**config.mk**
```make
export PLATFORM = sky130hd
export DESIGN_NAME = tmr_seq_top
export DESIGN_NICKNAME = d
export VERILOG_FILES = /design/src/rtl/tmr_seq_pkg.sv /design/src/rtl/tmr_voter.sv /design/src/rtl/tmr_seq_copy.sv /design/src/rtl/tmr_seq_top.sv
export SDC_FILE = /design/constraint.sdc
export NUM_CORES = 1
export LEC_CHECK = 0
export BUFFER_PORTS_ARGS = -buffer_cell sky130_fd_sc_hd__buf_2
export CORE_UTILIZATION = 63
export DETAILED_ROUTE_END_ITERATION = 10
export PLACE_DENSITY = 0.89
export SLEW_MARGIN = 20
export SYNTH_ARGS = -nofsm -noshare
export SYNTH_HDL_FRONTEND = slang
export SYNTH_SLANG_ARGS = --single-unit
```
**constraint.sdc**
```tcl
create_clock -name clk -period 3.66 [get_ports clk]
set_input_delay 0.183 -clock clk [delete_from_list [all_inputs] [get_ports clk]]
set_output_delay 0.183 -clock clk [all_outputs]
set_load 0.05 [all_outputs]
```
**src/rtl/tmr_seq_pkg.sv**
```systemverilog
package tmr_seq_pkg;
  typedef enum logic [1:0] {
    PH_IDLE = 2'd0,
    PH_HEAD = 2'd1,
    PH_BODY = 2'd2,
    PH_TAIL = 2'd3
  } phase_t;
endpackage

```
**src/rtl/tmr_voter.sv**
```systemverilog
module tmr_voter #(
  parameter int W = 8
) (
  input  logic [W-1:0] a,
  input  logic [W-1:0] b,
  input  logic [W-1:0] c,
  output logic [W-1:0] y,
  output logic         err
);
  always_comb begin
    y   = (a & b) | (a & c) | (b & c);
    err = (a != b) || (a != c);
  end
endmodule

```
**src/rtl/tmr_seq_copy.sv**
```systemverilog
module tmr_seq_copy
  import tmr_seq_pkg::*;
#(
  parameter int CW      = 4,
  parameter int DEF_LEN = 3,
  localparam int TW     = 2 * CW + 2,
  localparam int OW     = CW + 4
) (
  input  logic          clk,
  input  logic          rst_n,
  input  logic [TW-1:0] voted_st,
  input  logic          start,
  input  logic          out_ready,
  input  logic          cfg_we,
  input  logic [CW-1:0] cfg_len,
  input  logic [TW-1:0] flip,
  output logic [TW-1:0] st_q,
  output logic [OW-1:0] outs
);
  localparam logic [CW-1:0] RST_LEN = CW'(DEF_LEN);

  logic [CW-1:0] v_len, v_cnt, n_len, n_cnt;
  phase_t        v_ph, n_ph, o_ph;
  logic [CW-1:0] o_cnt;

  always_comb begin
    v_len = voted_st[TW-1:CW+2];
    v_ph  = phase_t'(voted_st[CW+1:CW]);
    v_cnt = voted_st[CW-1:0];
    n_len = cfg_we ? cfg_len : v_len;
    n_ph  = v_ph;
    n_cnt = v_cnt;
    unique case (v_ph)
      PH_IDLE: if (start) begin
        n_ph  = PH_HEAD;
        n_cnt = '0;
      end
      PH_HEAD: if (out_ready) begin
        n_cnt = '0;
        n_ph  = (v_len == '0) ? PH_TAIL : PH_BODY;
      end
      PH_BODY: if (out_ready) begin
        if (v_cnt == v_len - 1'b1) begin
          n_ph  = PH_TAIL;
          n_cnt = '0;
        end else begin
          n_cnt = v_cnt + 1'b1;
        end
      end
      PH_TAIL: if (out_ready) n_ph = PH_IDLE;
      default: n_ph = PH_IDLE;
    endcase
  end

  always_ff @(posedge clk) begin
    if (!rst_n) st_q <= {RST_LEN, PH_IDLE, {CW{1'b0}}};
    else        st_q <= {n_len, n_ph, n_cnt} ^ flip;
  end

  // Each copy decodes its own outputs; they are voted in the top.
  always_comb begin
    o_ph  = phase_t'(st_q[CW+1:CW]);
    o_cnt = st_q[CW-1:0];
    outs  = {o_ph != PH_IDLE,
             o_ph,
             (o_ph == PH_BODY) ? o_cnt : {CW{1'b0}},
             o_ph != PH_IDLE};
  end
endmodule

```
**src/rtl/tmr_seq_top.sv**
```systemverilog
module tmr_seq_top
  import tmr_seq_pkg::*;
#(
  parameter int CW      = 4,
  parameter int DEF_LEN = 3,
  localparam int TW     = 2 * CW + 2,
  localparam int OW     = CW + 4,
  localparam int NCOPY  = 3
) (
  input  logic          clk,
  input  logic          rst_n,
  input  logic          start,
  input  logic          cfg_we,
  input  logic [CW-1:0] cfg_len,
  output logic          out_valid,
  input  logic          out_ready,
  output logic [1:0]    out_kind,
  output logic [CW-1:0] out_idx,
  output logic          busy,
  output logic          mismatch,
  input  logic          fault_en,
  input  logic [1:0]    fault_copy,
  input  logic [TW-1:0] fault_mask
);
  logic [TW-1:0] c_st  [NCOPY];
  logic [OW-1:0] c_out [NCOPY];
  logic [TW-1:0] voted_st;
  logic [OW-1:0] voted_out;
  logic          err_st, err_out;

  tmr_voter #(.W(TW)) u_vote_st (
    .a(c_st[0]), .b(c_st[1]), .c(c_st[2]), .y(voted_st), .err(err_st)
  );

  for (genvar i = 0; i < NCOPY; i++) begin : g_copy
    logic [TW-1:0] flip;
    assign flip = (fault_en && fault_copy == 2'(i)) ? fault_mask : '0;
    tmr_seq_copy #(.CW(CW), .DEF_LEN(DEF_LEN)) u_copy (
      .clk(clk), .rst_n(rst_n), .voted_st(voted_st), .start(start),
      .out_ready(out_ready), .cfg_we(cfg_we), .cfg_len(cfg_len),
      .flip(flip), .st_q(c_st[i]), .outs(c_out[i])
    );
  end

  tmr_voter #(.W(OW)) u_vote_out (
    .a(c_out[0]), .b(c_out[1]), .c(c_out[2]), .y(voted_out), .err(err_out)
  );

  assign {out_valid, out_kind, out_idx, busy} = voted_out;
  assign mismatch = err_st | err_out;

  // with no injection at an edge, all copies agree afterwards
  assert_resync_R7: assert property (@(posedge clk) disable iff (!rst_n)
    !fault_en |=> !mismatch);

  // a stalled word holds
  assert_hold_R3: assert property (@(posedge clk) disable iff (!rst_n)
    (out_valid && !out_ready) |=> (out_valid && $stable(out_kind) && $stable(out_idx)));

  // a packet opens with the header word
  assert_head_R2: assert property (@(posedge clk) disable iff (!rst_n)
    $rose(busy) |-> (out_kind == 2'(PH_HEAD) && out_idx == '0));

  // accepted trailer returns to idle
  assert_tail_R4: assert property (@(posedge clk) disable iff (!rst_n)
    (out_valid && out_ready && out_kind == 2'(PH_TAIL)) |=> !busy);

  // when the copies agree, the vote equals any copy's outputs
  assert_vote_R6: assert property (@(posedge clk) disable iff (!rst_n)
    !mismatch |-> (voted_out == c_out[0]));
endmodule

```
==> results.yml, run 1 <==
status:
  status: "completed"
placed_design:
  dpl.hpwl_um: 4220
  io_buffer_count: 30
  placedCellCount: 344
  gp_congestion: 0.848
power_and_ir_drop:
  p_sw_share_pct: 30.8
  switching_power_uw: 279
  clkPwrFrac_pct: 36.2
  vdd.ir_drop.worst_mv: 0.277
  p_comb_share_pct: 23.6
  p_seq_share_pct: 40.2
  p_int_uw: 628
  power_density_nw_per_um2: 334
  leakage_uw: 0.00134
worst_hold_path:
  min_path_type: "primary input to flop"
  hold_depth: 3
die:
  fp.dieArea_sq_um: 4130
  num_rows: 22
  start_util_pct: 66.2
  core_sq_um: 3690
  fp.dieW_um: 64.3
  die_h_um: 64.3
  ios: 31
layout:
  syn_to_final_growth_pct: 11.3
  drive_above_1_share_pct: 19.7
  regMostFlops: "g_copy.u_copy.st_q"
  diodes: 0
  largest_reg_flops: 30
  fin_nets: 358
  reg.largest.list: "g_copy.u_copy.st_q (30)"
  instances_no_fill: 352
grt:
  overflow: 0
  grt_start_max_net_pins: 43
  grt_pass1_vias: 2021
  antenna_found_initial: 0
  grt_pass1_wl_um: 9290
  grt_usage_pct: 29.7
drt:
  avgViaCountPerCell: 6.13
  drtPass1Iterations: 6
  num_vias: 2157
  wire_per_inst_um: 16.0
  ant_nets: 0
  drc: 0
  drtIter0Drc: 112
  totalWireLength_um: 5640
setup_path:
  worstSetupEndpointType: "flop"
  slowest_delay_ps: 450
  path_cells: "ha_1 -> a211oi_1 -> ha_1 -> xnor3_1 -> and3_4 -> a311oi_4 -> o211ai_1 -> and3_1"
  cp-start-kind: "flop"
  cp_max_fo: 6
  crit_type: "flop to flop"
  crit_arrival_ps: 2790
  critPathRequiredTime_ps: 3850
  regToRegSetupSlack_ps: 1050
  path_common_cell: "ha_1"
  reg2regPathDepth: 8
  slowest_stage: "a211oi_1"
cts:
  cts.sinks: 30
  postCtsHoldBufs: 0
  cts_resized: 0
  cts_buffers: 5
  clk_pin_slew_ps: 70
  postCtsSetupBuffers: 0
  ctsRootBufferMaster: "clkbuf_8"
  worstSkewPairLatency_ps: 290
  cts_max_level: 2
  cts_max_path_buffers: 2
  cts_tree: "built"
synthesis:
  ys_async_sr_fraction_pct: 0
  ys.flop_type: "dfxtp_1"
  syn_area_sq_um: 2440
  synthCells: 277
  yosys_warnings: 0
  synthesis.nets: 332
  ys_seq_area_share_pct: 24.6
  ys_ff_latch: 30
  synth-edff-count: 0
  syn_avg_cell_area_sq_um: 8.82
  synth_cell_type_count: 47
sta:
  slew-limit-headroom_pct: 49.3
  tightest_slew_ps: 760
  drv_slew: 0
  hold_violations: 0
  fin_hold_ws_ps: 188
  finalCriticalPeriod_ps: 2610
  fin_skew_ps: 5.27
  setup-violations-final: 0
  setup_tns_ps: 0
  fin_crit_sh_pct: 71.2
  rsz0062_at_grt: "no"
  fmax_mhz: 384
run:
  maxCapViolations: 0
[layer usage]
| metal | vias to the layer above | share of wire [%] | wire (um) | global-route usage (%) |
|---|---|---|---|---|
| li1 | 1053 | - | - | - |
| met1 | 1015 | 44 | 2460 | 37.9 |
| met2 | 73 | 48 | 2730 | 49.2 |
| met3 | 16 | 5.9 | 333 | 5.71 |
| met4 | 0 | 2.1 | 121 | 11.4 |
| met5 | - | 0 | 0 | 0 |
[through the flow]
step	power (uW)	setup slack [ps]	cell area, sq um	utilization (%)
floorplan	526	1310	2440	-
global placement	575	1180	2610	70.7
detailed placement	582	1050	2610	70.7
CTS	908	1050	2720	73.6
global route	944	860	2720	73.7
finish	908	1050	2720	73.7
[placed cells by master, fill, tap and decap left out, types with 4 or more instances in the layout]
master	instances
xor2_1	6
a311o_1	4
inv_1	6
nor4_1	6
mux2i_1	7
a211oi_2	4
a21oi_1	4
o31ai_1	4
nor2_1	4
nand3_1	9
o211ai_1	6
clkbuf_8	5
buf_2	30
and2_1	22
nand4_1	9
dfxtp_1	30
a211o_1	6
ha_1	33
a211oi_1	4
xnor2_1	14
nand2_1	48
[critical path: cells and delay by family (launching register included)]
family                     cells  cell delay [ps]
DFF                            1              320
AOI/OAI and AO/OA              3              940
and+or+nand+nor                2              430
adders and majority gates      2              430
xor gates and xnor gates       1              380
[synth_stat cells, types with 2 or more instances]
cell / number / area (sq um)
a311o_1: 4 / 40.0
ha_1: 33 / 413
nor2_1: 5 / 18.8
or2_2: 3 / 18.8
clkbuf_1: 8 / 30.0
a211o_1: 6 / 52.6
o21ai_0: 3 / 15.0
buf_2: 3 / 15.0
a211oi_4: 3 / 60.1
o31ai_1: 4 / 30.0
o211ai_1: 6 / 45.0
nand3_1: 9 / 45.0
or4_1: 2 / 15.0
nor2b_1: 2 / 12.5
and3_1: 3 / 18.8
nor4_1: 6 / 37.5
mux2i_1: 7 / 70.1
a211oi_2: 4 / 50.1
dfxtp_1: 30 / 601
nor3_1: 2 / 10.0
inv_1: 6 / 22.5
and2_1: 22 / 138
a21oi_1: 4 / 20.0
o21ai_1: 3 / 15.0
xnor2_1: 14 / 123
xor2_1: 6 / 52.6
nand2_1: 48 / 180
nand4_1: 9 / 56.3
a211oi_1: 4 / 30.0
[power groups by stage]
stage	clock [uW]	combinational (uW)	sequential, uW
floorplan	0	161	365
global placement	0	205	370
detailed placement	0	211	371
CTS	330	214	364
global route	343	235	367
finish	328	214	365
[path summary, 6_finish.rpt]
kind	start	end
worst max-delay path	g_copy[2].u_copy.st_q[7]	g_copy[2].u_copy.st_q[3]
worst max register to register	g_copy[2].u_copy.st_q[7]	g_copy[2].u_copy.st_q[3]
worst min-delay path	fault_mask[2]	g_copy[1].u_copy.st_q[2]
worst min register to register	g_copy[2].u_copy.st_q[7]	g_copy[1].u_copy.st_q[7]
[cells by family after synthesis]
group	share of synthesized area, %
simple gates	24.7
compound gates	18.2
xor+xnor	9.22
mux	2.87
flops	24.6
buf+inv	3.48
fa+ha+maj	16.9
[area by class of cell]
type | instances | area (sq um)
Clock buffer | 5 | 68.8
Clock inverter | 3 | 40.0
Sequential cell | 30 | 601
Inverter | 8 | 32.5
Tap cell | 48 | 60.1
Fill cell | 269 | 970
Multi-Input combinational cell | 227 | 1760
Timing Repair Buffer | 31 | 158
No activity file was read; power rests on OpenSTA's default activity.
==> run 2: changes to the inputs <==
Settings changed: ABC_AREA from default to 1, CORE_UTILIZATION 63 to 59, PLACE_DENSITY 0.89 to 0.84.
Clock period 3.66 ns to 2.4 ns, I/O delays scaled along.
==> results.yml, run 2 <==
synthesis:
  synth-edff-count: 0
  ys_async_sr_fraction_pct: 0
  ys_seq_area_share_pct: 23.8
  yosysMostFrequentCell: "nand2_1"
  syn_avg_cell_area_sq_um: 6.62
  synth.area.top_cells: "dfxtp_1, ha_1, nand2_1, nand3_1, inv_1"
  yosys.area.top_type_share_pct: 23.8
  ys_ff_latch: 30
  ys.flop_type: "dfxtp_1"
  syn_area_sq_um: 2520
  synthesis.nets: 436
  synth_cell_type_count: 28
  yosys_warnings: 0
  synth_top_cell_by_area: "dfxtp_1"
  synthCells: 381
  ys_top_cells_by_count: "nand2_1, inv_1, nor2_1, nand3_1, ha_1"
sta:
  fmax_mhz: 431
  setup_ws_ps: 77.9
  fin_crit_sh_pct: 96.8
  fin_hold_ws_ps: 125
  drv_slew: 0
  slew-limit-headroom_pct: 66.0
  setup_tns_ps: 0
  rsz0062_at_grt: "no"
  tightest_slew_ps: 504
  setup-violations-final: 0
  hold_violations: 0
  fin_skew_ps: 4.20
  finalCriticalPeriod_ps: 2320
setup_path:
  cp_max_fo: 4
  critPathRequiredTime_ps: 2280
  slowest_stage: "dfxtp_1"
  cp-start-kind: "flop"
  crit_type: "flop to output pin"
  crit_arrival_ps: 2200
  path_common_cell: "or2_2"
  worstSetupEndpointType: "output pin"
  slowest_delay_ps: 350
  path_cells: "or2_2 -> ha_1 -> nor4_2 -> nand4_1 -> or2_2 -> buf_6"
  reg2regPathDepth: 15
drt:
  num_vias: 2571
  ant_nets: 0
  drtPass1Iterations: 4
  wire_per_inst_um: 13.2
  totalWireLength_um: 6170
  drtIter0Drc: 134
  avgViaCountPerCell: 5.52
  drc: 0
cts:
  cts_max_path_buffers: 2
  postCtsSetupBuffers: 0
  ctsRootBufferMaster: "clkbuf_8"
  cts_max_level: 2
  cts_tree: "built"
  worstSkewPairLatency_ps: 280
  cts_buffers: 5
  postCtsHoldBufs: 0
  clk_pin_slew_ps: 60
  cts.sinks: 30
die:
  start_util_pct: 62.2
  die_h_um: 67.4
  core_sq_um: 4060
  num_rows: 23
  fp.dieArea_sq_um: 4540
  fp.dieW_um: 67.4
  ios: 31
power_and_ir_drop:
  power_density_nw_per_um2: 468
  leakage_uw: 0.00146
  vdd.ir_drop.worst_mv: 0.415
layout:
  regMostFlops: "g_copy.u_copy.st_q"
  fin_nets: 471
  syn_to_final_growth_pct: 12.8
  n_fill_cell: 347
  drive_above_1_share_pct: 20.0
  largest_reg_flops: 30
  final_common_cell: "nand2_1"
  diodes: 0
  instances_no_fill: 466
  final_cell_mix: "nand2_1, inv_1, nand3_1, nor2_1, ha_1"
  reg.largest.list: "g_copy.u_copy.st_q (30)"
worst_hold_path:
  hold_depth: 3
  min_path_type: "primary input to flop"
placed_design:
  gp_congestion: 0.929
  io_buffer_count: 30
  dpl.hpwl_um: 4990
  placedCellCount: 459
  pre_cts_ws_ps: 303
grt:
  grt_usage_pct: 30.0
  grt_pass1_wl_um: 10000
  grt_pass1_vias: 2330
  overflow: 0
  antenna_found_initial: 0
  grt_start_max_net_pins: 26
status:
  status: "completed"
run:
  maxCapViolations: 0
-- run 2: changes by cell type after synthesis, sizes merged, moves of 22 or more --
cell | before | now
nor2 | 5 | 51
a21oi | 5 | 27
nand2 | 48 | 79
inv | 8 | 59
nand3 | 9 | 49
and2 | 22 | 0
-- run 2: cell type report --
cell class	instances	area, sq um	area share, %
clock buffers	7	76.3	2.68
flip-flops and latches	30	603	21.2
inverters	60	225	7.91
well taps	50	62.6	2.20
repair buffers	32	171	6.02
multi-input cells	287	1710	60.0
-- run 2: logic make-up after synthesis --
logic type                 after synthesis  synth area share (%)
DFF                                     30                  23.8
adders and majority gates               33                  16.4
and+or+nand+nor                        199                  38.2
buffers and inverters                   64                  9.72
AOI/OAI and AO/OA                       55                  11.9
-- run 2: final timing paths --
kind,slack [ps],endpoint,from
max,80,mismatch,g_copy[0].u_copy.st_q[4]
min,130,g_copy[2].u_copy.st_q[7],fault_mask[7]
max reg2reg,330,g_copy[0].u_copy.st_q[2],g_copy[0].u_copy.st_q[6]
min reg2reg,850,g_copy[1].u_copy.st_q[5],g_copy[2].u_copy.st_q[5]
-- run 2: critical path, delay by kind of cell (launching register included) --
family / cells / cell delay (ps)
adder cells (fa/ha/maj): 1 / 330
buffers and inverters: 1 / 160
flip-flops: 1 / 350
AND/OR/NAND/NOR: 4 / 1090
-- run 2: report_power, final --
group	switching (uW)	internal (uW)	leakage [uW]	total, uW
clock	177	199	0.0000383	376
sequential	25.6	529	0.000247	555
combinational	263	139	0.00118	402
-- run 2: per-stage QoR --
stage               power (uW)  utilization, %  cell area [sq um]
finish                    1330            70.2               2850
global route              1410            70.2               2850
CTS                       1330            69.3               2810
detailed placement         948            67.3               2730
global placement           938            67.3               2730
floorplan                  837               -               2520
-- run 2: routing by layer --
| layer | track usage (%) | up-vias | share of wire (%) |
|---|---|---|---|
| li1 | - | 1327 | - |
| met1 | 35.1 | 1140 | 43 |
| met2 | 50.5 | 81 | 47 |
| met3 | 6.59 | 23 | 6.4 |
| met4 | 16.5 | 0 | 3.5 |
| met5 | 0 | - | 0 |
-- run 2: timing repair --
action	in CTS	in global routing
gates resized for setup	1	12
pin swaps	0	1
endpoints found under the setup margin	1	1
endpoints found under the hold margin	0	0
gates cloned	0	0
==> run 3: changes to the inputs <==
Settings changed: ABC_AREA 1 to default, CORE_UTILIZATION 59 to 58, PLACE_DENSITY 0.84 to 0.83.
==> results.yml, run 3 (same netlist as run 1, synthesis figures left out) <==
status:
  status: "completed"
setup_path:
  regToRegSetupSlack_ps: 40
  cp_max_fo: 5
  reg2regPathDepth: 10
  r2r-end: "g_copy[1].u_copy.st_q[3]"
  path_common_cell: "buf_4"
  critPathRequiredTime_ps: 2580
  crit_type: "flop to flop"
  worstSetupEndpointType: "flop"
  cp-start-kind: "flop"
  path_cells: "ha_1 -> a211oi_4 -> buf_4 -> ha_4 -> xnor2_2 -> and3_4 -> a311oi_4 -> buf_4 -> a211o_1 -> and3_1"
  critPathTopFamily: "compound AO/OA/AOI/OAI gates"
  path_depth: 10
  r2r-start: "g_copy[2].u_copy.st_q[6]"
  slowest_delay_ps: 330
  crit_arrival_ps: 2540
  crit_buf_inv: 2
  slowest_stage: "dfxtp_2"
layout:
  regMostFlops: "g_copy.u_copy.st_q"
  reg.largest.list: "g_copy.u_copy.st_q (30)"
  fin_nets: 380
  final_cell_mix: "nand2_1, buf_2, ha_1, dfxtp_1, buf_4"
  n_fill_cell: 301
  diodes: 0
  final_common_cell: "nand2_1"
  syn_to_final_growth_pct: 21.1
  multi_input_area_sq_um: 1840
  drive_above_1_share_pct: 30.1
  largest_reg_flops: 30
  seq_area_sq_um: 607
  final_util_pct: 73.4
grt:
  grt_usage_pct: 28.0
  grt_pass1_vias: 2029
  grt_pass1_wl_um: 9070
  overflow: 0
  antenna_found_initial: 0
  top_usage_layer: "met2"
  grt_use_met3_pct: 5.48
  met2_usage_pct: 45.2
  grt_start_max_net_pins: 43
  grtUsageMet1_pct: 35.4
sta:
  hold_violations: 0
  drv_slew: 0
  fmax_mhz: 423
  slew-limit-headroom_pct: 58.2
  setup-violations-final: 0
  setup_tns_ps: 0
  finalCriticalPeriod_ps: 2360
  fin_skew_ps: 13.5
  fin_crit_sh_pct: 98.4
  tightest_slew_ps: 628
  setup_ws_ps: 38.2
die:
  ios: 31
  core_sq_um: 4030
  fp.dieW_um: 66.9
  num_rows: 23
  fp.dieArea_sq_um: 4470
  start_util_pct: 60.6
  die_h_um: 66.9
drt:
  drtIter0Drc: 86
  avgViaCountPerCell: 6.05
  wire_per_inst_um: 16.0
  drtPass1Iterations: 4
  drc: 0
  num_vias: 2274
  ant_nets: 0
  totalWireLength_um: 6020
cts:
  cts.sinks: 30
  cts_max_level: 2
  clk_pin_slew_ps: 60
  cts_buffers: 5
  ctsRootBufferMaster: "clkbuf_8"
  worstSkewPairLatency_ps: 300
  cts_max_path_buffers: 2
  postCtsHoldBufs: 0
  cts_tree: "built"
worst_hold_path:
  hold_end: "g_copy[1].u_copy.st_q[0]"
  min_path_type: "primary input to flop"
  hold_depth: 3
  hp-start: "fault_mask[0]"
placed_design:
  io_buffer_count: 30
  dpl.hpwl_um: 4360
  pre_cts_ws_ps: -7.08
  gp_congestion: 0.872
power_and_ir_drop:
  leakage_uw: 0.00143
  power_density_nw_per_um2: 455
  vdd.ir_drop.worst_mv: 0.256
run:
  maxCapViolations: 0
-- run 3: changes by cell type in the layout (fill, tap and decap cells not counted), moves of 7 or more --
| cell | before | now |
|---|---|---|
| a21oi_1 | 26 | 4 |
| o21ai_0 | 20 | 3 |
| and2_1 | 0 | 22 |
| nand2_2 | 9 | 0 |
| mux2i_1 | 0 | 7 |
| nor2_1 | 41 | 4 |
| xnor2_1 | 0 | 13 |
| buf_4 | 2 | 23 |
| nand3_1 | 43 | 8 |
| inv_1 | 54 | 6 |
| nand2_1 | 70 | 48 |
-- run 3: final cells by class --
cell class / instances / area share (%)
flip-flops and latches: 30 / 20.5
well taps: 50 / 2.12
inverters: 8 / 1.10
clock buffers: 6 / 2.79
multi-input cells: 227 / 62.1
clock inverters: 2 / 0.423
repair buffers: 53 / 10.9
-- run 3: worst max-delay path by stage --
stage / from / end
after global routing: g_copy[1].u_copy.st_q[7] / g_copy[0].u_copy.st_q[1]
after CTS: g_copy[2].u_copy.st_q[6] / g_copy[1].u_copy.st_q[3]
after floorplan: g_copy[2].u_copy.st_q[7] / g_copy[0].u_copy.st_q[3]
after detailed placement: g_copy[2].u_copy.st_q[7] / g_copy[2].u_copy.st_q[3]
final: g_copy[2].u_copy.st_q[6] / g_copy[1].u_copy.st_q[3]
after global placement: g_copy[1].u_copy.st_q[6] / g_copy[1].u_copy.st_q[3]
-- run 3: stage by stage --
stage          cells  power (uW)  hold WS, ps  area, sq um
2_1_floorplan    277         803          263         2440
3_3_place_gp     357         886          427         2690
3_5_place_dp     357         896          430         2690
4_1_cts          370        1320          126         2840
5_1_grt          376        1410          152         2960
6_report         376        1350          138         2960
-- run 3: routing by layer --
layer,wire [um],up-vias
met4,148,0
met2,2800,74
met5,0,-
met3,329,15
met1,2740,1086
li1,-,1099
-- run 3: power breakdown --
group | internal (uW) | leakage [uW] | switching, uW
logic | 149 | 0.00114 | 208
clock network | 230 | 0.0000472 | 200
registers | 527 | 0.000245 | 32.2
total | 906 | 0.00143 | 440
-- run 3: worst reg2reg max path, stage by stage (launching register included) --
cell	delay [ps]
dfxtp_2	330
ha_1	220
a211oi_4	210
buf_4	190
ha_4	200
xnor2_2	130
and3_4	240
a311oi_4	120
buf_4	170
a211o_1	260
and3_1	180
-- run 3: repair_timing --
item                                    in CTS  in global routing
endpoints found under the setup margin       2                 14
pin swaps                                    7                 10
gates cloned                                 0                  0
resized for setup                            4                 17
buffers inserted                             5                  6
